[config.mk]
export PLATFORM = sky130hd
export DESIGN_NAME = xor_pos_restore
export DESIGN_NICKNAME = d
export VERILOG_FILES = /design/src/rtl/xpr_pkg.sv /design/src/rtl/xpr_cfg_regs.sv /design/src/rtl/xpr_map_stage.sv /design/src/rtl/xpr_out_reg.sv /design/src/rtl/xor_pos_restore.sv
export SDC_FILE = /design/constraint.sdc
export NUM_CORES = 1
export LEC_CHECK = 0
export ABC_AREA = 0
export CORE_MARGIN = 2
export CORE_UTILIZATION = 35
export DETAILED_ROUTE_END_ITERATION = 8
export DONT_BUFFER_PORTS = 1
export SLEW_MARGIN = 20
export SYNTH_ARGS = -nofsm -noshare
export SYNTH_HDL_FRONTEND = slang
export SYNTH_SLANG_ARGS = --single-unit
[constraint.sdc]
create_clock -name clk -period 14.8 [get_ports clk]
set_input_delay 2.96 -clock clk [delete_from_list [all_inputs] [get_ports clk]]
set_output_delay 2.96 -clock clk [all_outputs]
set_load 0.05 [all_outputs]
[src/rtl/xpr_pkg.sv]
package xpr_pkg;
  localparam int WAYS_W       = 5;
  localparam int CTRL_CNT_LSB = 8;
  localparam int CTRL_MODE_BIT = 16;

  typedef enum logic {
    ARITH_MODULO = 1'b0,
    ARITH_XOR    = 1'b1
  } arith_e;
endpackage

[src/rtl/xpr_cfg_regs.sv]
module xpr_cfg_regs
  import xpr_pkg::*;
#(
  parameter int ADDR_W   = 64,
  parameter int NUM_MAPS = 4,
  parameter int CFG_AW   = 3,
  parameter int CNT_W    = 3
) (
  input  logic                             clk,
  input  logic                             rst,
  input  logic                             we,
  input  logic [CFG_AW-1:0]                waddr,
  input  logic [ADDR_W-1:0]                wdata,
  output logic [NUM_MAPS-1:0][ADDR_W-1:0]  maps,
  output logic [WAYS_W-1:0]                ways,
  output logic [CNT_W-1:0]                 map_cnt,
  output arith_e                           mode
);
  genvar g;
  generate
    for (g = 0; g < NUM_MAPS; g++) begin : g_map
      always_ff @(posedge clk) begin
        if (rst) begin
          maps[g] <= '0;
        end else if (we && (waddr == CFG_AW'(g))) begin
          maps[g] <= wdata;
        end
      end
    end
  endgenerate

  always_ff @(posedge clk) begin
    if (rst) begin
      ways    <= WAYS_W'(1);
      map_cnt <= '0;
      mode    <= ARITH_MODULO;
    end else if (we && (waddr == CFG_AW'(NUM_MAPS))) begin
      ways    <= wdata[WAYS_W-1:0];
      map_cnt <= wdata[CTRL_CNT_LSB +: CNT_W];
      mode    <= arith_e'(wdata[CTRL_MODE_BIT]);
    end
  end
endmodule

[src/rtl/xpr_map_stage.sv]
module xpr_map_stage #(
  parameter int ADDR_W = 64
) (
  input  logic              en,
  input  logic [ADDR_W-1:0] map,
  input  logic [ADDR_W-1:0] addr_in,
  output logic [ADDR_W-1:0] addr_out
);
  logic [ADDR_W-1:0] sel_bit;
  logic              parity;

  always_comb begin
    sel_bit = map & (~map + ADDR_W'(1));
    parity  = ^(addr_in & map);
    if (en) begin
      addr_out = (addr_in & ~sel_bit) | (parity ? sel_bit : '0);
    end else begin
      addr_out = addr_in;
    end
  end
endmodule

[src/rtl/xpr_out_reg.sv]
module xpr_out_reg #(
  parameter int DATA_W = 64
) (
  input  logic              clk,
  input  logic              rst,
  input  logic              in_valid,
  output logic              in_ready,
  input  logic [DATA_W-1:0] in_data,
  output logic              out_valid,
  input  logic              out_ready,
  output logic [DATA_W-1:0] out_data
);
  assign in_ready = !out_valid || out_ready;

  always_ff @(posedge clk) begin
    if (rst) begin
      out_valid <= 1'b0;
      out_data  <= '0;
    end else if (in_ready) begin
      out_valid <= in_valid;
      if (in_valid) begin
        out_data <= in_data;
      end
    end
  end
endmodule

[src/rtl/xor_pos_restore.sv]
module xor_pos_restore
  import xpr_pkg::*;
#(
  parameter int  ADDR_W   = 64,
  parameter int  NUM_MAPS = 4,
  localparam int CFG_AW   = $clog2(NUM_MAPS + 1),
  localparam int CNT_W    = $clog2(NUM_MAPS + 1)
) (
  input  logic              clk,
  input  logic              rst,
  input  logic              cfg_we,
  input  logic [CFG_AW-1:0] cfg_addr,
  input  logic [ADDR_W-1:0] cfg_wdata,
  input  logic              in_valid,
  output logic              in_ready,
  input  logic [ADDR_W-1:0] in_addr,
  output logic              out_valid,
  input  logic              out_ready,
  output logic [ADDR_W-1:0] out_addr
);
  logic [NUM_MAPS-1:0][ADDR_W-1:0] map_q;
  logic [WAYS_W-1:0]               ways_q;
  logic [CNT_W-1:0]                cnt_q;
  arith_e                          mode_q;
  logic                            xor_active;
  logic [NUM_MAPS:0][ADDR_W-1:0]   chain;

  xpr_cfg_regs #(
    .ADDR_W(ADDR_W), .NUM_MAPS(NUM_MAPS), .CFG_AW(CFG_AW), .CNT_W(CNT_W)
  ) u_cfg (
    .clk(clk), .rst(rst), .we(cfg_we), .waddr(cfg_addr), .wdata(cfg_wdata),
    .maps(map_q), .ways(ways_q), .map_cnt(cnt_q), .mode(mode_q)
  );

  assign xor_active = (mode_q == ARITH_XOR) &&
                      (ways_q != WAYS_W'(1)) && (ways_q != WAYS_W'(3));
  assign chain[0] = in_addr;

  genvar i;
  generate
    for (i = 0; i < NUM_MAPS; i++) begin : g_stage
      xpr_map_stage #(.ADDR_W(ADDR_W)) u_stage (
        .en(xor_active && (cnt_q > CNT_W'(i))),
        .map(map_q[i]),
        .addr_in(chain[i]),
        .addr_out(chain[i+1])
      );
    end
  endgenerate

  xpr_out_reg #(.DATA_W(ADDR_W)) u_out (
    .clk(clk), .rst(rst),
    .in_valid(in_valid), .in_ready(in_ready), .in_data(chain[NUM_MAPS]),
    .out_valid(out_valid), .out_ready(out_ready), .out_data(out_addr)
  );
endmodule

# Yosys cells after proc, flatten, opt, wreduce, memory -nomap -nowiden
# Cells that the tools add are included.
dict set report totals {
  regBits 330
  out_inout_bits 66
  input_bits 136
  word_cells 74
}
dict set report classes {
  bitwise 24
  n_eq_ne 6
  order_cmp 4
  n_mux 8
  reduce_logical 19
  n_addsub 4
}
# op count
set ops {}
lappend ops {{bitwise AND 64 bit} 12}
lappend ops {{two-way mux 64 bit} 8}
lappend ops {{inverter 64 bit} 8}
lappend ops {{adder 64 x 1 -> 64 bit, second input constant} 4}
lappend ops {{OR 64 bit} 4}
lappend ops {{parity 64 bit} 4}
lappend ops {{logical AND 1 bit} 11}
lappend ops {{== test 3 x 2 -> 1 bit, second input constant} 2}
lappend ops {{> comparator 3 x 1 -> 1 bit, second input constant} 2}
lappend ops {{> comparator 3 x 2 -> 1 bit, second input constant} 2}
lappend ops {{inequality test 5 x 1 -> 1 bit, second input constant} 1}
lappend ops {{inequality test 5 x 2 -> 1 bit, second input constant} 1}
lappend ops {{== test 3 x 1 -> 1 bit, second input constant} 1}
lappend ops {{== test 3 bit, second input constant} 1}
lappend ops {{zero test 3 bit} 1}
lappend ops {{AND reduction 2 bit} 1}
lappend ops {{zero test 1 bit} 1}
lappend ops {{logical OR 1 bit} 1}

# Logic depth before layout (Yosys ltp)
# Gate-level depths: netlist (run 1).
dict set report logic_depth {
  depth_word 22
  mapped_depth 41
  ltp_nobuf 27
}

# Modules after synthesis
# A second synthesis (run 1) with hierarchy kept.
dict set report hier_totals {
  cells_unflattened 2560
  area_unflattened_um2 22641.7
}
# module instances area_each_um2 seq_area_each_um2 cells_per_inst
set modules_own_cells {}
lappend modules_own_cells {xpr_cfg_regs 1 10457.5 5305.1 933}
lappend modules_own_cells {xpr_map_stage 4 2328.5 0.0 331}
lappend modules_own_cells {xpr_out_reg 1 2801.4 1301.2 295}
lappend modules_own_cells {xor_pos_restore 1 68.8 0.0 8}

# Worst setup path after synthesis (run 1)
# OpenSTA, ideal clock, no wires.
dict set report synth_path {
  kind {in2reg}
  start {in in_addr[26]}
  end {reg u_out.out_data[56]}
  setup_ns 0.096
  arrival_ns 10.320
  n_path_buf 4
  slack_ns 4.384
  required_ns 14.704
  cell_stages 31
  path_cell_list {nand2_1 xor2_1 xnor2_1 xnor2_1 xnor2_1 xnor2_1 xnor2_1 buf_4 buf_8 o311ai_0 xnor2_1 xnor3_2 xnor2_1 xnor3_1 xnor3_1 buf_4 nand3_1 nand3_1 xor2_1 xnor3_1 xnor3_1 xnor3_1 xnor3_2 a211oi_1 xor2_1 xnor3_1 xnor3_1 xnor3_1 xnor3_2 buf_6 o41ai_2}
}
dict set report synth_between {
  elab_chain_len 20
  word_cells_on_any_way 24
  classes_between {mux: 8; bitwise: 12; reduce/logical: 4}
}
# item line_no
set synth_rtl {}
lappend synth_rtl {{start, declared} xor_pos_restore.sv:16} ;# input logic [ADDR_W-1:0] in_addr,
lappend synth_rtl {{bitwise AND 64 bit} xpr_map_stage.sv:14} ;# parity = ^(addr_in & map);
lappend synth_rtl {{parity 64 bit} xpr_map_stage.sv:14}
lappend synth_rtl {{two-way mux 64 bit} xpr_map_stage.sv:16} ;# addr_out = (addr_in & ~sel_bit) | (parity ? sel_bit : '0);
lappend synth_rtl {{OR 64 bit} xpr_map_stage.sv:16}
lappend synth_rtl {{two-way mux 64 bit *} xpr_map_stage.sv:15} ;# if (en) begin
lappend synth_rtl {{bitwise AND 64 bit} xpr_map_stage.sv:14}
lappend synth_rtl {{parity 64 bit} xpr_map_stage.sv:14}
lappend synth_rtl {{two-way mux 64 bit} xpr_map_stage.sv:16}
lappend synth_rtl {{[4 not listed]} n/a}
lappend synth_rtl {{two-way mux 64 bit} xpr_map_stage.sv:16}
lappend synth_rtl {{OR 64 bit} xpr_map_stage.sv:16}
lappend synth_rtl {{two-way mux 64 bit *} xpr_map_stage.sv:15}
lappend synth_rtl {{bitwise AND 64 bit} xpr_map_stage.sv:14}
lappend synth_rtl {{parity 64 bit} xpr_map_stage.sv:14}
lappend synth_rtl {{two-way mux 64 bit} xpr_map_stage.sv:16}
lappend synth_rtl {{OR 64 bit} xpr_map_stage.sv:16}
lappend synth_rtl {{two-way mux 64 bit *} xpr_map_stage.sv:15}
lappend synth_rtl {{end signal, assigned} xpr_out_reg.sv:22} ;# out_data <= in_data;
lappend synth_rtl {{end, declared} xpr_out_reg.sv:11} ;# output logic [DATA_W-1:0] out_data
# Mark *: on every way between the ends. The rest lies on a longest branch, timed or not.
# A chain may end at the register's enable or synchronous reset.

# Worst setup path after layout (run 1)
dict set report layout_path {
  start {in in_addr[0]}
  end {reg u_out.out_data[56]}
}
# Same word-level chain as after synthesis.

==> key figures, run 1 <==
Status
  • Status: completed

Synthesis
  • Yosys warnings: 0
  • Post-synth top cells: 840 x nand2_1, 329 x dfxtp_1, 317 x a21oi_1
  • Synth cell types: 82
  • Post-Syn Instances: 2899
  • Syn_area_per_cell: 7.33 sq um
  • Synth area leader: dfxtp_1
  • Post-Syn Nets: 3035
  • EDFF count, synth: 0
  • Post-synthesis sequential area ratio: 31.0%
  • Area contributors post-synth: dfxtp_1 31%, nand2_1 15%, a21oi_1 7.5%
  • Async SR Flop Fraction: 0%
  • Most instantiated library cell after synthesis: nand2_1
  • Synth top area share: 31.0%
  • Synthesized area: 0.0213 sq mm
  • Top_reg_cell synth: dfxtp_1
  • Register bit count reported by yosys: 329

Floorplanning
  • I/O pins: 202
  • Die W: 250 microns
  • # rows: 90
  • Die extent in y: 250 microns
  • Core area: 0.0602 sq mm
  • Die footprint: 0.0627 sq mm
  • Starting density of the core: 35.3%

Routing
  • TritonRoute pass-1 iters: 6
  • Vias/cell: 5.73
  • Via Count: 20800
  • # DRC: 0
  • WL final: 86900 microns
  • Drt wl/cell: 24.0 microns
  • Initial DRC count: 2159
  • Post-route ant nets: 0

Global route
  • GR Util All Layers: 27.2%
  • Number of global-route vias before repair: 19500
  • Largest net degree at the start of global routing: 269
  • First-pass GRT wire length: 127000 microns
  • Initial antenna violation count: 2
  • GR Overflow Total: 0

Layout
  • Finished Layout Cells: 3619
  • Layout area overhead: 7.80%
  • Final #Nets: 2946
  • Share of cells above drive strength 1: 5.26%
  • Final core utilization: 38.0%

Power
  • Logic pwr share: 18.7%
  • Pleak: 7.91 nW
  • Sw Ratio: 33.3%
  • P_int: 1.63 mW
  • Seq pwr share: 40.4%
  • Clock power share: 40.9%
  • Switching Power: 812 uW
  • Pwr dens: 107 mW/mm^2
  • Maximum VDD drop: 0.0705 mV

Timing
  • Fmax: 0.0806 GHz
  • Final hold vios: 0
  • RSZ-0062 raised after global routing: no
  • Fin crit period: 12.40 ns
  • # setup viols final: 0
  • Slew headroom: 0.935%
  • Least-Margin Pin Slew: 1.49 ns
  • Final-report max-slew violation count: 0
  • Final worst-path cycle share: 83.8%
  • Aggregate negative setup slack: 0 ns
  • Clock skew: 0.0270 ns

Run
  • Max Cap Violations: 0

Place
  • Post-placement cell count: 3550
  • Port Buffers: 0
  • GPL Wtd Cong: 0.960
  • Dpl hpwl: 66100 microns

Clocking
  • Post-CTS setup buffers: 0
  • Clock tree buffer depth: 3
  • Hold Buf Count CTS: 0
  • H-tree depth: 2
  • CTS clk-pin slew, worst paths: 0.06 ns
  • CTS tree: built
  • Clk_lat worst skew: 0.59 ns
  • Root Driver: clkbuf_16
  • Clk sinks: 329
  • Post-CTS sizing: 0
  • CTS Buf Count: 40

Critical path
  • Crit Path Max Fanout: 52
  • Critical path startpoint category: input pin
  • WP data required: 15.27 ns
  • Most used cell, CP: xnor3_1
  • CP max-delay cell: xnor3_2
  • Nature of the critical path endpoint: flip-flop
  • Crit path largest cell delay: 0.71 ns
  • Worst Path Arrival: 12.88 ns
  • Worst r2r path cells: 29
  • Worst setup path class: in2reg

Worst hold path
  • Hold Path Depth: 2
  • Hold Crit Class: reg2reg
==> state kept, by name, summed over array words and instances (netlist names) <==
signal,cells
u_cfg.maps,256
u_cfg.map_cnt,3
u_cfg.ways,4
u_cfg.mode,1
u_out.out_valid,1
u_out.out_data,64
==> cells in the final DEF, fill, tap and decap left out, types with 9 or more instances in the layout <==
cell	synthesis	layout
xnor2_1	129	128
o21ai_1	11	11
buf_4	15	21
a211oi_1	14	14
nand2b_1	43	43
nor3_1	49	49
nor4_1	33	33
xnor3_1	34	33
xor2_1	40	40
a31oi_1	19	19
mux2i_1	55	55
clkbuf_1	86	9
nor2b_1	29	29
nand4_1	28	28
nor4b_1	10	10
and3_1	40	39
nand2_1	840	839
clkbuf_16	0	41
nand4b_1	17	17
nand3b_1	36	36
a32oi_1	33	33
o31ai_1	39	39
inv_1	61	61
and2_1	17	16
o21ai_0	58	58
a22oi_1	14	14
nor2_1	123	121
o211ai_1	28	28
a21oi_1	317	316
mux2_2	26	26
dfxtp_1	329	329
nand3_1	137	136
==> routing by layer <==
metal	GRT usage [%]	up-vias	share of wire [%]
met1	32.0	9885	38
met2	47.7	767	49
met4	12.9	2	4.9
li1	-	9905	-
met3	4.95	192	7.5
met5	0	-	0.015
==> worst max-delay path: cells and delay by family <==
kind | cells | cell delay (ns)
AND/OR/NAND/NOR | 1 | 0.06
buffers and inverters | 4 | 1.33
AO/OA/AOI/OAI | 4 | 1.21
XOR/XNOR | 21 | 7.19
==> through the flow <==
step                      hold WS, ns  power (mW)  setup WS, ns  instance area (sq um)
final                           0.464        2.44          2.40                  22900
after global routing            0.489        2.52          1.73                  22900
after floorplan                 0.436        1.39          4.38                  21300
after CTS                       0.460        2.44          2.47                  22900
after global placement          0.443        1.45          2.00                  21600
after detailed placement        0.453        1.45          1.90                  21600
==> area by class of cell <==
class	count	area [sq um]
Antenna cell	2	5.00
Clock buffer	58	1170
Clock inverter	9	105
Fill cell	6434	37300
Inverter	61	229
Multi-Input combinational cell	2356	13700
Sequential cell	329	6590
Tap cell	782	978
Timing Repair Buffer	22	178
==> cells by family (layout without fill, tap and decap cells) <==
| kind of cell | count (synthesis) | count (layout) | synth area share, % |
|---|---|---|---|
| flops | 329 | 329 | 31.0 |
| simple gates | 1477 | 1477 | 32.3 |
| mux | 81 | 81 | 3.97 |
| other cells | 0 | 2 | 0 |
| compound gates | 591 | 591 | 16.8 |
| buf+inv | 214 | 150 | 4.96 |
| xor+xnor | 207 | 207 | 11.0 |
==> power groups by stage <==
stage	combinational, mW	clock, mW	sequential, mW
after global placement	0.444	0	1.01
after CTS	0.448	1.01	0.988
after global routing	0.489	1.04	0.991
after floorplan	0.400	0	0.989
after detailed placement	0.447	0	1.01
final	0.456	0.998	0.987
==> final timing paths <==
path	startpoint	endpoint	slack (ns)
worst max register to register	u_cfg.map_cnt[2]$_SDFFE_PP0P_	u_out.out_data[56]$_SDFFE_PP0P_	3.67
worst min register to register	u_cfg.maps[255]$_SDFFE_PP0P_	u_cfg.maps[255]$_SDFFE_PP0P_	0.46
worst max-delay path	in_addr[0]	u_out.out_data[56]$_SDFFE_PP0P_	2.40
worst min-delay path	u_cfg.maps[255]$_SDFFE_PP0P_	u_cfg.maps[255]$_SDFFE_PP0P_	0.46
Note: power is estimated with default switching activity, not from simulation.
==> run 2, diff against run 1 <==
Clock period 14.8 ns to 12.5 ns, I/O delays scaled along.
==> run 2 against run 1 <==
Critical path depth decreased by 1; highest routed layer is now met4; largest power group unchanged; cell count rose by 0.28%; utilization increased by 0.40 points; combinational power rose by 27%; register-to-register slack worse by 1.6 ns.
==> key figures, run 2 (synthesized netlist as in run 1, its figures left out) <==
Status
  • Status: completed

Layout
  • Final #Nets: 2952 (+0.20%)
  • Final core utilization: 38.4% (+0.40 points)
  • Share of cells above drive strength 1: 5.73% (+0.47 points)
  • Finished Layout Cells: 3629 (+0.28%)
  • Largest regs: u_cfg.maps (256), u_out.out_data (64), u_cfg.ways (4)
  • Fillers: 6338 (-1.5%)
  • Max reg flops: 256 (unchanged)
  • Layout area overhead: 8.95%
  • Largest reg by FF count: u_cfg.maps
  • Most common cell after layout, fill and taps aside: nand2_1
  • Most frequent cells in the layout: 839 x nand2_1, 329 x dfxtp_1, 316 x a21oi_1, 136 x nand3_1, 128 x xnor2_1
  • Final Cell Area: 0.0232 sq mm (+1.1%)

Floorplanning
  • I/O pins: 202 (unchanged)
  • # rows: 90 (unchanged)
  • Die W: 250 microns (unchanged)
  • Core area: 0.0602 sq mm (unchanged)
  • Die footprint: 0.0627 sq mm (unchanged)
  • Starting density of the core: 35.3% (unchanged)
  • Die extent in y: 250 microns (unchanged)

Critical path
  • WP data required: 12.97 ns (-2.30 ns)
  • Crit path largest cell delay: 0.66 ns (-0.05 ns)
  • Worst setup path class: in2reg
  • Crit Path Max Fanout: 44 (-15%)
  • Critical path startpoint category: input pin
  • Critical path startpoint: in_addr[3]
  • Nature of the critical path endpoint: flip-flop
  • CP max-delay cell: xnor3_2
  • Worst Path Arrival: 11.75 ns (-1.13 ns)
  • Most used cell, CP: xnor3_1
  • FF-to-FF Start: u_cfg.maps[0]$_SDFFE_PP0P_

Timing
  • Clock skew: 0.0206 ns (-0.00643 ns)
  • Least-Margin Pin Slew: 1.04 ns (-0.448 ns)
  • Aggregate negative setup slack: 0 ns (unchanged)
  • Slew headroom: 30.1% (+29 points)
  • Hold Slack: 0.460 ns (-0.00390 ns)
  • Final worst-path cycle share: 90.2%
  • Fmax: 0.0887 GHz
  • # setup viols final: 0 (unchanged)
  • Final-report max-slew violation count: 0 (unchanged)
  • Final setup margin: 1.22 ns (-1.17 ns)
  • RSZ-0062 raised after global routing: no
  • Fin crit period: 11.28 ns
  • Final hold vios: 0 (unchanged)

Clocking
  • Post-CTS setup buffers: 0 (unchanged)
  • CTS Buf Count: 41 (+2.5%)
  • Clk sinks: 329 (unchanged)
  • CTS tree: built
  • Clk_lat worst skew: 0.57 ns (-0.02 ns)
  • Post-CTS sizing: 0 (unchanged)
  • Root Driver: clkbuf_16
  • H-tree depth: 2 (unchanged)
  • Hold Buf Count CTS: 0 (unchanged)
  • CTS clk-pin slew, worst paths: 0.06 ns (about the same)
  • Clock tree buffer depth: 3 (unchanged)

Power
  • Maximum VDD drop: 0.0835 mV (+18%)
  • Pwr dens: 131 mW/mm^2 (+23%)
  • Final Power: 3.03 mW (+24%)
  • Pleak: 8.03 nW (+1.5%)

Routing
  • Vias/cell: 5.77 (+0.57%)
  • Post-route ant nets: 0 (unchanged)
  • Initial DRC count: 2139 (-0.93%)
  • # DRC: 0 (unchanged)
  • Drt wl/cell: 23.9 microns (-0.68%)
  • Via Count: 20900 (+0.85%)
  • TritonRoute pass-1 iters: 5 (-1)
  • WL final: 86600 microns (-0.41%)

Place
  • GPL Wtd Cong: 0.939 (-2.2%)
  • Post-placement cell count: 3555 (+0.14%)
  • Dpl hpwl: 66100 microns (about the same)
  • Port Buffers: 0 (unchanged)
  • Place WS: 0.853 ns (-1.04 ns)
  • Post-DP Area: 0.0217 sq mm (+0.40%)

Global route
  • GR Util All Layers: 26.8% (-0.39 points)
  • Number of global-route vias before repair: 19400 (-0.39%)
  • Initial antenna violation count: 0 (-2)
  • Largest net degree at the start of global routing: 269 (unchanged)
  • First-pass GRT wire length: 126000 microns (-0.85%)
  • GR Overflow Total: 0 (unchanged)

Worst hold path
  • HP Start: u_cfg.maps[254]$_SDFFE_PP0P_
  • Hold Crit Class: reg2reg

Run
  • Max Cap Violations: 0 (unchanged)
==> run 2: cell count changes in the layout (fill, tap and decap cells not counted), sizes merged <==
| cell | delta |
|---|---|
| clkbuf | -1 |
| bufinv | +3 |
| buf | +5 |
| clkinvlp | +1 |
| diode | -1 |
| clkinv | +3 |
==> run 2: power by group <==
group	leakage, nW	total (mW)	switching [mW]	internal [mW]
clock	0.702	1.28	0.505	0.779
combinational	4.66	0.578	0.382	0.195
sequential	2.67	1.17	0.0885	1.08
==> run 2: path summary, 6_finish.rpt <==
kind,endpoint,slack (ns),depth (start not counted)
worst max-delay path,u_out.out_data[56]$_SDFFE_PP0P_,1.22,29
worst min-delay path,u_cfg.maps[254]$_SDFFE_PP0P_,0.46,2
worst max register to register,u_out.out_data[56]$_SDFFE_PP0P_,2.09,28
worst min register to register,u_cfg.maps[254]$_SDFFE_PP0P_,0.46,2
==> run 2: per-layer routing <==
layer / part of all wire, % / global-route usage, % / routed length (microns) / vias up
li1: - / - / - / 9945
met1: 38 / 31.6 / 33100 / 9958
met2: 50 / 48.0 / 43200 / 859
met3: 7.5 / 4.32 / 6500 / 165
met4: 4.3 / 11.3 / 3750 / 0
met5: 0 / 0 / 0 / -
==> run 2: layout make-up <==
cell class	instances	area [sq um]	area share, %
Sequential cell	329	6590	28.4
Tap cell	782	978	4.22
Antenna cell	1	2.50	0.0108
Clock inverter	16	225	0.972
Inverter	61	229	0.989
Clock buffer	57	1210	5.22
Multi-Input combinational cell	2356	13700	59.0
Timing Repair Buffer	27	265	1.15
==> run 2: critical path: cells and delay by family <==
family,cells,cell delay [ns]
XOR/XNOR,20,6.35
multiplexers,1,0.19
buffers and inverters,3,0.64
AND/OR/NAND/NOR,2,0.52
AO/OA/AOI/OAI,3,1.50
